## src/rtl/eaddr_pkg.sv

```systemverilog
package eaddr_pkg;

    typedef logic [3:0] mode_t;

    localparam mode_t MODE_IMM   = 4'd0;
    localparam mode_t MODE_DIR   = 4'd1;
    localparam mode_t MODE_IND   = 4'd2;
    localparam mode_t MODE_CASC  = 4'd3;
    localparam mode_t MODE_REG   = 4'd4;
    localparam mode_t MODE_RIND  = 4'd5;
    localparam mode_t MODE_DISP  = 4'd6;
    localparam mode_t MODE_PCREL = 4'd7;
    localparam mode_t MODE_BASE  = 4'd8;
    localparam mode_t MODE_AUTO  = 4'd9;
    localparam mode_t MODE_PRE   = 4'd10;
    localparam mode_t MODE_POST  = 4'd11;
    localparam mode_t MODE_STACK = 4'd12;

    typedef enum logic [1:0] {
        ST_IDLE = 2'd0,
        ST_PTR  = 2'd1,
        ST_OPND = 2'd2
    } state_e;

endpackage

```

## src/rtl/eaddr_calc.sv

```systemverilog
module eaddr_calc
    import eaddr_pkg::*;
#(
    parameter int DW = 16,
    parameter int FW = 12
) (
    input  mode_t          mode_i,
    input  logic [FW-1:0]  field_i,
    input  logic [DW-1:0]  regval_i,
    input  logic [DW-1:0]  pc_i,
    output logic [DW-1:0]  first_addr_o,
    output logic [DW-1:0]  direct_val_o,
    output logic           needs_mem_o,
    output logic           first_ptr_o,
    output logic           invalid_o
);
    localparam int XW = DW - FW;

    logic [DW-1:0] fld_zx;
    logic [DW-1:0] fld_sx;

    assign fld_zx = {{XW{1'b0}}, field_i};
    assign fld_sx = {{XW{field_i[FW-1]}}, field_i};

    always_comb begin
        first_addr_o = '0;
        direct_val_o = '0;
        needs_mem_o  = 1'b1;
        first_ptr_o  = 1'b0;
        invalid_o    = 1'b0;
        case (mode_i)
            MODE_IMM: begin
                needs_mem_o  = 1'b0;
                direct_val_o = fld_sx;
            end
            MODE_REG: begin
                needs_mem_o  = 1'b0;
                direct_val_o = regval_i;
            end
            MODE_DIR:                      first_addr_o = fld_zx;
            MODE_IND, MODE_CASC, MODE_POST: begin
                first_addr_o = fld_zx;
                first_ptr_o  = 1'b1;
            end
            MODE_RIND, MODE_STACK:         first_addr_o = regval_i;
            MODE_DISP, MODE_BASE, MODE_AUTO: first_addr_o = fld_zx + regval_i;
            MODE_PCREL:                    first_addr_o = pc_i + fld_sx;
            MODE_PRE: begin
                first_addr_o = fld_zx + regval_i;
                first_ptr_o  = 1'b1;
            end
            default: begin
                needs_mem_o = 1'b0;
                invalid_o   = 1'b1;
            end
        endcase
    end

    always_comb begin
        if (!needs_mem_o) begin
            assert_nomem_noptr_R1: assert (!first_ptr_o);
        end
    end

endmodule

```

## src/rtl/eaddr_seq.sv

```systemverilog
module eaddr_seq
    import eaddr_pkg::*;
#(
    parameter int DW   = 16,
    parameter int RSW  = 3,
    parameter int MAXD = 8
) (
    input  logic           clk,
    input  logic           rst_n,
    input  logic           start_i,
    input  mode_t          mode_i,
    input  logic [RSW-1:0] rsel_i,
    input  logic [DW-1:0]  regval_i,
    input  logic [DW-1:0]  first_addr_i,
    input  logic [DW-1:0]  direct_val_i,
    input  logic           needs_mem_i,
    input  logic           first_ptr_i,
    input  logic           invalid_i,
    output logic           mem_req_o,
    output logic [DW-1:0]  mem_addr_o,
    input  logic           mem_valid_i,
    input  logic [DW-1:0]  mem_rdata_i,
    output logic           busy_o,
    output logic           done_o,
    output logic [DW-1:0]  ea_o,
    output logic [DW-1:0]  operand_o,
    output logic           err_o,
    output logic           reg_we_o,
    output logic [RSW-1:0] reg_waddr_o,
    output logic [DW-1:0]  reg_wdata_o
);
    localparam int DEPW = $clog2(MAXD + 1);
    localparam logic [DW-1:0]   MSB_BIT  = {1'b1, {(DW-1){1'b0}}};
    localparam logic [DEPW-1:0] LAST_LVL = DEPW'(MAXD - 1);

    typedef struct packed {
        state_e         state;
        mode_t          mode;
        logic [RSW-1:0] rsel;
        logic [DW-1:0]  regv;
        logic [DW-1:0]  addr;
        logic [DEPW-1:0] depth;
        logic [DW-1:0]  operand;
        logic           done;
        logic           err;
    } seq_t;

    seq_t s_d, s_q;

    always_comb begin
        s_d      = s_q;
        s_d.done = 1'b0;
        s_d.err  = 1'b0;
        case (s_q.state)
            ST_IDLE: begin
                if (start_i) begin
                    s_d.mode    = mode_i;
                    s_d.rsel    = rsel_i;
                    s_d.regv    = regval_i;
                    s_d.depth   = '0;
                    s_d.operand = '0;
                    s_d.addr    = '0;
                    if (invalid_i) begin
                        s_d.done = 1'b1;
                        s_d.err  = 1'b1;
                    end else if (!needs_mem_i) begin
                        s_d.done    = 1'b1;
                        s_d.operand = direct_val_i;
                    end else begin
                        s_d.addr  = first_addr_i;
                        s_d.state = first_ptr_i ? ST_PTR : ST_OPND;
                    end
                end
            end
            ST_PTR: begin
                if (mem_valid_i) begin
                    case (s_q.mode)
                        MODE_CASC: begin
                            if (mem_rdata_i[DW-1]) begin
                                s_d.addr = mem_rdata_i & ~MSB_BIT;
                                if (s_q.depth == LAST_LVL) begin
                                    s_d.done  = 1'b1;
                                    s_d.err   = 1'b1;
                                    s_d.state = ST_IDLE;
                                end else begin
                                    s_d.depth = s_q.depth + 1'b1;
                                end
                            end else begin
                                s_d.addr  = mem_rdata_i;
                                s_d.state = ST_OPND;
                            end
                        end
                        MODE_POST: begin
                            s_d.addr  = mem_rdata_i + s_q.regv;
                            s_d.state = ST_OPND;
                        end
                        default: begin
                            s_d.addr  = mem_rdata_i;
                            s_d.state = ST_OPND;
                        end
                    endcase
                end
            end
            ST_OPND: begin
                if (mem_valid_i) begin
                    s_d.operand = mem_rdata_i;
                    s_d.done    = 1'b1;
                    s_d.state   = ST_IDLE;
                end
            end
            default: s_d.state = ST_IDLE;
        endcase
    end

    always_ff @(posedge clk or negedge rst_n) begin
        if (!rst_n) begin
            s_q <= '0;
        end else begin
            s_q <= s_d;
        end
    end

    assign busy_o      = (s_q.state != ST_IDLE);
    assign mem_req_o   = busy_o;
    assign mem_addr_o  = s_q.addr;
    assign ea_o        = s_q.addr;
    assign operand_o   = s_q.operand;
    assign done_o      = s_q.done;
    assign err_o       = s_q.err;
    assign reg_we_o    = s_q.done && !s_q.err && (s_q.mode == MODE_AUTO);
    assign reg_waddr_o = s_q.rsel;
    assign reg_wdata_o = s_q.regv + 1'b1;

    assert_req_hold_R11: assert property (@(posedge clk) disable iff (!rst_n)
        (mem_req_o && !mem_valid_i) |=> (mem_req_o && $stable(mem_addr_o)));

    assert_wb_in_done_R9: assert property (@(posedge clk) disable iff (!rst_n)
        reg_we_o |-> done_o);

    assert_err_with_done_R5: assert property (@(posedge clk) disable iff (!rst_n)
        err_o |-> done_o);

    assert_depth_bound_R5: assert property (@(posedge clk) disable iff (!rst_n)
        s_q.depth < DEPW'(MAXD));

    assert_busy_start_ignored_R12: assert property (@(posedge clk) disable iff (!rst_n)
        (busy_o && start_i) |=> ($stable(s_q.mode) && $stable(s_q.rsel)));

    assert_imm_fast_R1: assert property (@(posedge clk) disable iff (!rst_n)
        (!busy_o && start_i && mode_i == MODE_IMM) |=> (done_o && !mem_req_o && !err_o));

    assert_invalid_err_R13: assert property (@(posedge clk) disable iff (!rst_n)
        (!busy_o && start_i && invalid_i) |=> (done_o && err_o && !mem_req_o));

endmodule

```

## src/rtl/eaddr_unit.sv

```systemverilog
module eaddr_unit
    import eaddr_pkg::*;
#(
    parameter int DW     = 16,
    parameter int FW     = 12,
    parameter int NREG   = 8,
    parameter int SP_IDX = 7,
    parameter int MAXD   = 8,
    localparam int RSW   = $clog2(NREG)
) (
    input  logic           clk,
    input  logic           rst_n,
    input  logic           start_i,
    input  logic [3:0]     mode_i,
    input  logic [FW-1:0]  field_i,
    input  logic [RSW-1:0] rsel_i,
    input  logic [DW-1:0]  pc_i,
    output logic [RSW-1:0] reg_raddr_o,
    input  logic [DW-1:0]  reg_rdata_i,
    output logic           reg_we_o,
    output logic [RSW-1:0] reg_waddr_o,
    output logic [DW-1:0]  reg_wdata_o,
    output logic           mem_req_o,
    output logic [DW-1:0]  mem_addr_o,
    input  logic           mem_valid_i,
    input  logic [DW-1:0]  mem_rdata_i,
    output logic           busy_o,
    output logic           done_o,
    output logic [DW-1:0]  ea_o,
    output logic [DW-1:0]  operand_o,
    output logic           err_o
);
    logic [DW-1:0] first_addr;
    logic [DW-1:0] direct_val;
    logic          needs_mem;
    logic          first_ptr;
    logic          invalid;

    assign reg_raddr_o = (mode_i == MODE_STACK) ? RSW'(SP_IDX) : rsel_i;

    eaddr_calc #(.DW(DW), .FW(FW)) u_calc (
        .mode_i       (mode_i),
        .field_i      (field_i),
        .regval_i     (reg_rdata_i),
        .pc_i         (pc_i),
        .first_addr_o (first_addr),
        .direct_val_o (direct_val),
        .needs_mem_o  (needs_mem),
        .first_ptr_o  (first_ptr),
        .invalid_o    (invalid)
    );

    eaddr_seq #(.DW(DW), .RSW(RSW), .MAXD(MAXD)) u_seq (
        .clk          (clk),
        .rst_n        (rst_n),
        .start_i      (start_i),
        .mode_i       (mode_i),
        .rsel_i       (reg_raddr_o),
        .regval_i     (reg_rdata_i),
        .first_addr_i (first_addr),
        .direct_val_i (direct_val),
        .needs_mem_i  (needs_mem),
        .first_ptr_i  (first_ptr),
        .invalid_i    (invalid),
        .mem_req_o    (mem_req_o),
        .mem_addr_o   (mem_addr_o),
        .mem_valid_i  (mem_valid_i),
        .mem_rdata_i  (mem_rdata_i),
        .busy_o       (busy_o),
        .done_o       (done_o),
        .ea_o         (ea_o),
        .operand_o    (operand_o),
        .err_o        (err_o),
        .reg_we_o     (reg_we_o),
        .reg_waddr_o  (reg_waddr_o),
        .reg_wdata_o  (reg_wdata_o)
    );

endmodule

```

## config.mk

```make
export PLATFORM = sky130hd
export DESIGN_NAME = eaddr_unit
export DESIGN_NICKNAME = d
export VERILOG_FILES = /design/src/rtl/eaddr_pkg.sv /design/src/rtl/eaddr_calc.sv /design/src/rtl/eaddr_seq.sv /design/src/rtl/eaddr_unit.sv
export SDC_FILE = /design/constraint.sdc
export NUM_CORES = 1
export LEC_CHECK = 0
export ABC_AREA = 1
export CAP_MARGIN = 20
export CORE_MARGIN = 10
export CORE_UTILIZATION = 40
export CTS_CLUSTER_DIAMETER = 60
export DETAILED_ROUTE_END_ITERATION = 7
export DONT_BUFFER_PORTS = 1
export PLACE_DENSITY = 0.59
export SYNTH_ARGS = -nofsm -noshare
export SYNTH_HDL_FRONTEND = slang
export SYNTH_SLANG_ARGS = --single-unit
```

## constraint.sdc

```tcl
create_clock -name clk -period 2.5 [get_ports clk]
set_input_delay 0.25 -clock clk [delete_from_list [all_inputs] [get_ports clk]]
set_output_delay 0.25 -clock clk [all_outputs]
set_load 0.02 [all_outputs]
```

# Word level (Yosys, flattened, before mapping)
# Cells that the tools add are included.
[word_totals] reg_bits=63 in_bits=71 word_cells=95
[op_classes] addsub=5 eq_ne=27 n_mux=35 reduce_logical=19
[ops] op="one-hot mux 16 bit (2 select lines)" count=3
[ops] op="one-hot mux 16 bit (4 select lines)" count=1
[ops] op="two-way mux 63 bit" count=1
[ops] op="two-way mux 16 bit" count=3
[ops] op="one-hot mux 20 bit (2 select lines)" count=1
[ops] op="two-way mux 17 bit" count=2
[ops] op="adder 16 bit" count=2
[ops] op="equality test 4 bit, second input constant" count=7
[ops] op="two-way mux 2 bit" count=12
[ops] op="equality test 4 x 3 -> 1 bit, second input constant" count=5
[ops] op="two-way mux 20 bit" count=1
[ops] op="adder 12 x 16 -> 16 bit" count=1
[ops] op="adder 16 x 1 -> 16 bit, second input constant" count=1
[ops] op="!= test 2 bit, second input constant" count=7
[ops] op="OR reduction 13 bit" count=1
[ops] op="equality test 4 x 2 -> 1 bit, second input constant" count=3
[ops] op="two-way mux 4 bit" count=3
[ops] op="AND reduction 6 bit" count=2
[ops] op="OR reduction 4 bit" count=3
[ops] op="OR reduction 11 bit" count=1
[ops] op="one-hot mux 2 bit (3 select lines)" count=1
[ops] op="AND reduction 3 bit" count=2
[ops] op="nonzero test 2 bit" count=3
[ops] op="adder 4 x 1 -> 4 bit, second input constant" count=1
[ops] op="other kinds (15)" count=19

# Longest topological paths before layout
[logic_depth] word_depth=8 ltp_mapped=15

# By module
# A second synthesis with hierarchy kept.
[unflattened] hier_cells=1121 area_unflattened_um2=7084.3
[modules_own_cells] mod="eaddr_seq" n_inst=1 cells_per_inst=642 area_per_inst_um2=4601.9 seq_area_each_um2=1576.5
[modules_own_cells] mod="eaddr_calc" n_inst=1 cells_per_inst=469 area_per_inst_um2=2444.8 seq_area_each_um2=0.0
[modules_own_cells] mod="eaddr_unit" n_inst=1 cells_per_inst=10 area_per_inst_um2=37.5 seq_area_each_um2=0.0

# Worst setup path after synthesis
# Ideal clock, no wire load.
[synth_path] kind="reg-to-output" startpoint="register u_seq.s_q[39] (netlist name)" endpoint="output reg_wdata_o[14]" arrival_time_ps=1767 slack_ps=483 stages_incl_launch_ff=9 cell_sequence="dfrtp_1 -> ha_1 -> nand3_1 -> nor3_2 -> nand3_1 -> nor2_1 -> nand3_1 -> nor2_1 -> xor2_1"
[synth_between] elab_chain_cells=1
[synth_rtl] element="start: declaration" line_no="eaddr_seq.sv:48" rtl="seq_t s_d, s_q;"
[synth_rtl] element="start signal: assignment" line_no="eaddr_seq.sv:117" rtl="s_q <= '0;"
[synth_rtl] element="start signal: assignment" line_no="eaddr_seq.sv:119" rtl="s_q <= s_d;"
[synth_rtl] element="adder 16 x 1 -> 16 bit" line_no="eaddr_seq.sv:132" rtl="assign reg_wdata_o = s_q.regv + 1'b1;"
[synth_rtl] element="end: declaration" line_no="eaddr_unit.sv:22" rtl="output logic [DW-1:0] reg_wdata_o,"
# No other way between the ends.

# Worst setup path in the final report
# Same ends and word-level chain as after synthesis.

==> results.rst <==
.. list-table::
   :header-rows: 1

   * - Metric
     - Value
   * - Outcome
     - completed
   * - HP Class
     - in2reg
   * - Setup repair after global routing missed its margin
     - yes
   * - Final cycle utilization of the critical path
     - a little over nine tenths
   * - Share of the yosys chip area belonging to registers
     - 23.5%
   * - Number of placed I/O pins
     - ~150
   * - Total DRC errors in the routed layout
     - 0
   * - Aggregate global-route resource usage
     - roughly 19%
   * - Setup Skew
     - ~9.9 ps
   * - Post-detailed-placement half-perimeter wirelength
     - between 15 and 20 mm
   * - Worst slew slack as a fraction of its limit
     - 41.6%
   * - Count of endpoints failing hold in the final timing report
     - 0
   * - Remaining global-route overflow
     - 0
   * - Final Power
     - around 7.0 mW
   * - Share of post-route cells with drive strength above 1
     - around 6%
   * - Max capacitance violation total
     - 0
   * - Number of clock sinks seen by CTS
     - 63
   * - Post-detailed-route via-to-cell ratio
     - around 5.3
   * - First-pass GRT wire length
     - about 34 mm
   * - Setup crit start
     - u_seq.s_q[39]$_DFFE_PN0P_
   * - Initial core utilization
     - approximately two fifths
   * - Category of the critical setup timing path
     - reg2out
   * - Max stage delay cell, worst path
     - sky130_fd_sc_hd__dfrtp_2
   * - Cells after Synth
     - about 1100
   * - Period minus WS final
     - between 2000 and 2500 ps
   * - Critical hold path startpoint
     - mode_i[2]
   * - Clock latency on the worst-skew pair
     - between 300 and 400 ps
   * - Detail Route Antenna Nets
     - 0
   * - Number of filler cells placed in the layout
     - 1773
   * - Critical Path Most Common Cell
     - sky130_fd_sc_hd__nand3_2
   * - Buffers plus inverters on the worst setup path
     - 1
   * - Most common library cells after synthesis
     - 304 x sky130_fd_sc_hd__nand2_1, 142 x sky130_fd_sc_hd__inv_1, 113 x sky130_fd_sc_hd__nand3_1, 66 x sky130_fd_sc_hd__nor2_1, 63 x sky130_fd_sc_hd__dfrtp_1
   * - Yosys cell types
     - 39
   * - Detailed router's first-iteration violation count
     - just over 500
   * - Pre-Repair DR Iteration Count
     - 5
   * - Startpoint of the worst register-to-register path
     - u_seq.s_q[38]$_DFFE_PN0P_
   * - Layout overhead on the synthesized area
     - 4.26%
   * - DRT Wirelength
     - ~22 mm
   * - Clock transition time at the flip-flop clock pins of the worst setup and hold paths
     - 60 ps
   * - Cell breakdown of the critical path
     - ha_1 > nand3_2 > nor3_2 > nand3_2 > nor2_4 > nand3_2 > nor2_2 > xor2_1 > buf_4
   * - Critical Path Sink Type
     - primary output
   * - Die area
     - between 20000 and 25000 um^2
   * - Async SR Flop Fraction
     - 100%
   * - Finished Cell Area
     - 6980 um^2
   * - Number of H-tree levels
     - 3
   * - Die Span Y
     - ~150 um
   * - Top fanout value on the critical path
     - 4
   * - Std-Cell Rows
     - between 40 and 50
   * - Buffers on Ports
     - 0
   * - Synth Flop Type
     - sky130_fd_sc_hd__dfrtp_1
   * - CTS tree
     - built
   * - Final max-slew violation count
     - 0
   * - Leakage power figure
     - 3.68 nW
   * - Delay of the slowest critical-path stage
     - 400 ps
   * - Post-layout nets
     - around 1100
   * - Worst-case vdd ir drop
     - 0.000430 V
   * - Top area cells in the synthesized netlist
     - sky130_fd_sc_hd__dfrtp_1 24%, sky130_fd_sc_hd__nand2_1 17%, sky130_fd_sc_hd__nand3_1 8.4%
   * - Worst-margin pin slew
     - between 800 and 900 ps
   * - Count of vias placed by the detailed router
     - approximately 6600
   * - Vias in the first global route
     - slightly above 6000
   * - Worst EP arrival
     - between 2000 and 2500 ps
   * - Count of state elements after synthesis
     - 63
   * - Die Width
     - roughly 150 um
   * - Share of the synthesized area in the top cell type
     - around a quarter
   * - Number of antenna violations at the first check in global routing
     - 0
   * - Final-report setup violation count
     - 0
   * - Post-synthesis area per instance
     - 6.32 um^2
   * - Placement Cell Area
     - approximately 6600 um^2
   * - Routability congestion estimate from global placement
     - slightly below 1
   * - Data required time at the worst endpoint
     - between 2000 and 2500 ps
   * - Number of flops mapped to enable cells by yosys
     - 0
   * - Register Area
     - roughly 1600 um^2
   * - Antenna Cells
     - 0
   * - Root buffer selected by CTS
     - sky130_fd_sc_hd__clkbuf_16
   * - Number of CTS-inserted buffers
     - 9
   * - Mapped Area
     - roughly 6700 um^2
   * - Maximum root-to-sink buffer count
     - 2
   * - Power density cells
     - 1010 nW/um^2
   * - Multi-input gate area in the final layout
     - slightly above 4000 um^2
   * - Library cell with the highest instance count after synthesis
     - sky130_fd_sc_hd__nand2_1
   * - Max Fclk
     - ~0.4 GHz
   * - Largest net degree at the start of global routing
     - 64
   * - Largest area contributor in the netlist
     - sky130_fd_sc_hd__dfrtp_1
   * - DR WL/cell
     - ~18 um
   * - Number of synthesis warnings
     - 0
   * - Top Family by Delay on Critical Path
     - simple AND/OR/NAND/NOR gates
   * - Critical path launch point type
     - register
   * - Standard cell core area
     - approximately 17000 um^2
   * - Syn Nets
     - roughly 1200
-- power by group --
part	total [mW]	internal, mW	switching, mW	leakage, nW
Sequential	2.41	1.45	0.954	0.806
Combinational	3.31	1.10	2.21	2.72
Clock	1.30	0.850	0.454	0.156
Total	7.02	3.40	3.62	3.68
-- sequential cells by signal, summed over array words and instances, names as in the netlist --
signal and cells:
u_seq.err_o 1, u_seq.done_o 1, u_seq.operand_o 16, u_seq.s_q 26
u_seq.ea_o 16, u_seq.reg_waddr_o 3
-- routing by layer --
metal  up-vias  wire (um)  global-route usage [%]
li1       3339          -                       -
met1      3048       9980                    25.1
met2       197      10200                    31.6
met3        22       1690                    4.37
met4         0        366                    4.86
met5         -          0                       0
-- layout by cell type, fill, tap and decap left out, types with 6 or more instances in the layout --
cell	n
sky130_fd_sc_hd__o22ai_1	24
sky130_fd_sc_hd__buf_4	18
sky130_fd_sc_hd__nand4_1	22
sky130_fd_sc_hd__xor2_1	16
sky130_fd_sc_hd__or2_2	8
sky130_fd_sc_hd__nor2_1	64
sky130_fd_sc_hd__o21ai_0	61
sky130_fd_sc_hd__clkbuf_16	9
sky130_fd_sc_hd__dfrtp_1	62
sky130_fd_sc_hd__nand3b_1	8
sky130_fd_sc_hd__nor3_1	8
sky130_fd_sc_hd__nand3_2	7
sky130_fd_sc_hd__nand3_1	110
sky130_fd_sc_hd__inv_1	142
sky130_fd_sc_hd__ha_1	44
sky130_fd_sc_hd__a21oi_1	56
sky130_fd_sc_hd__nand2_1	304
sky130_fd_sc_hd__xnor2_1	6
-- metrics by stage --
stage	hold WS [ps]	instances	util [%]	worst slack [ps]	TNS, ps
global placement	-41.4	1216	39.8	299	0
global route	23.6	1237	42.3	-36.7	-62.9
finish	23.8	1237	42.3	46.1	0
CTS	15.4	1235	42.0	44.0	0
detailed placement	-41.6	1216	39.8	273	0
floorplan	-45.6	1060	-	483	0
-- worst register-to-register path, cell delays in order, from the launching register on --
cell and delay [ps]:
sky130_fd_sc_hd__dfrtp_1 390, sky130_fd_sc_hd__buf_4 150, sky130_fd_sc_hd__ha_1 230, sky130_fd_sc_hd__fa_2 410, sky130_fd_sc_hd__nand3_1 90, sky130_fd_sc_hd__nand2_1 130
sky130_fd_sc_hd__nand3_1 100, sky130_fd_sc_hd__nand2_1 90, sky130_fd_sc_hd__nand3_1 120, sky130_fd_sc_hd__nand2_1 60, sky130_fd_sc_hd__nand2_1 50, sky130_fd_sc_hd__nand3_1 60
sky130_fd_sc_hd__nand2_1 80, sky130_fd_sc_hd__nand2_1 50, sky130_fd_sc_hd__nand2_1 60, sky130_fd_sc_hd__nand2_1 60
-- logic make-up after synthesis --
group	after synthesis	share of synthesized area [%]
and+or+nand+nor	545	35.6
buffers and inverters	222	15.7
AOI/OAI and AO/OA	161	13.2
DFF	63	23.5
adders and majority gates	47	9.12
xor gates and xnor gates	22	2.88
-- final timing paths --
| path | to | slack [ps] | cells past startpoint |
|---|---|---|---|
| max | reg_wdata_o[14] | 50 | 9 |
| min | u_seq.s_q[61]$_DFFE_PN0P_ | 20 | 1 |
| max reg2reg | u_seq.ea_o[14]$_DFFE_PN0P_ | 250 | 15 |
| min reg2reg | u_seq.s_q[19]$_DFFE_PN0P_ | 520 | 2 |
| max in group asynchronous | u_seq.s_q[39]$_DFFE_PN0P_ | 1680 | 2 |
| min in group asynchronous | u_seq.operand_o[10]$_DFFE_PN0P_ | 520 | 2 |
-- what timing repair did --
action,4_1_cts,5_1_grt
pin swaps,0,3
resized for setup,3,7
setup buffers,1,2
endpoints found under the hold margin,63,0
hold buffers,2,0
setup endpoints to repair,1,5
-- cell type report --
cell class                      instances  share of cell area, %
Timing Repair Buffer                   20                   2.47
Clock buffer                           13                   3.87
Multi-Input combinational cell        775                   58.9
Tap cell                              220                   3.94
Sequential cell                        63                   22.6
Clock inverter                          3                  0.573
Inverter                              143                   7.69
(Power assumes the default switching activity.)
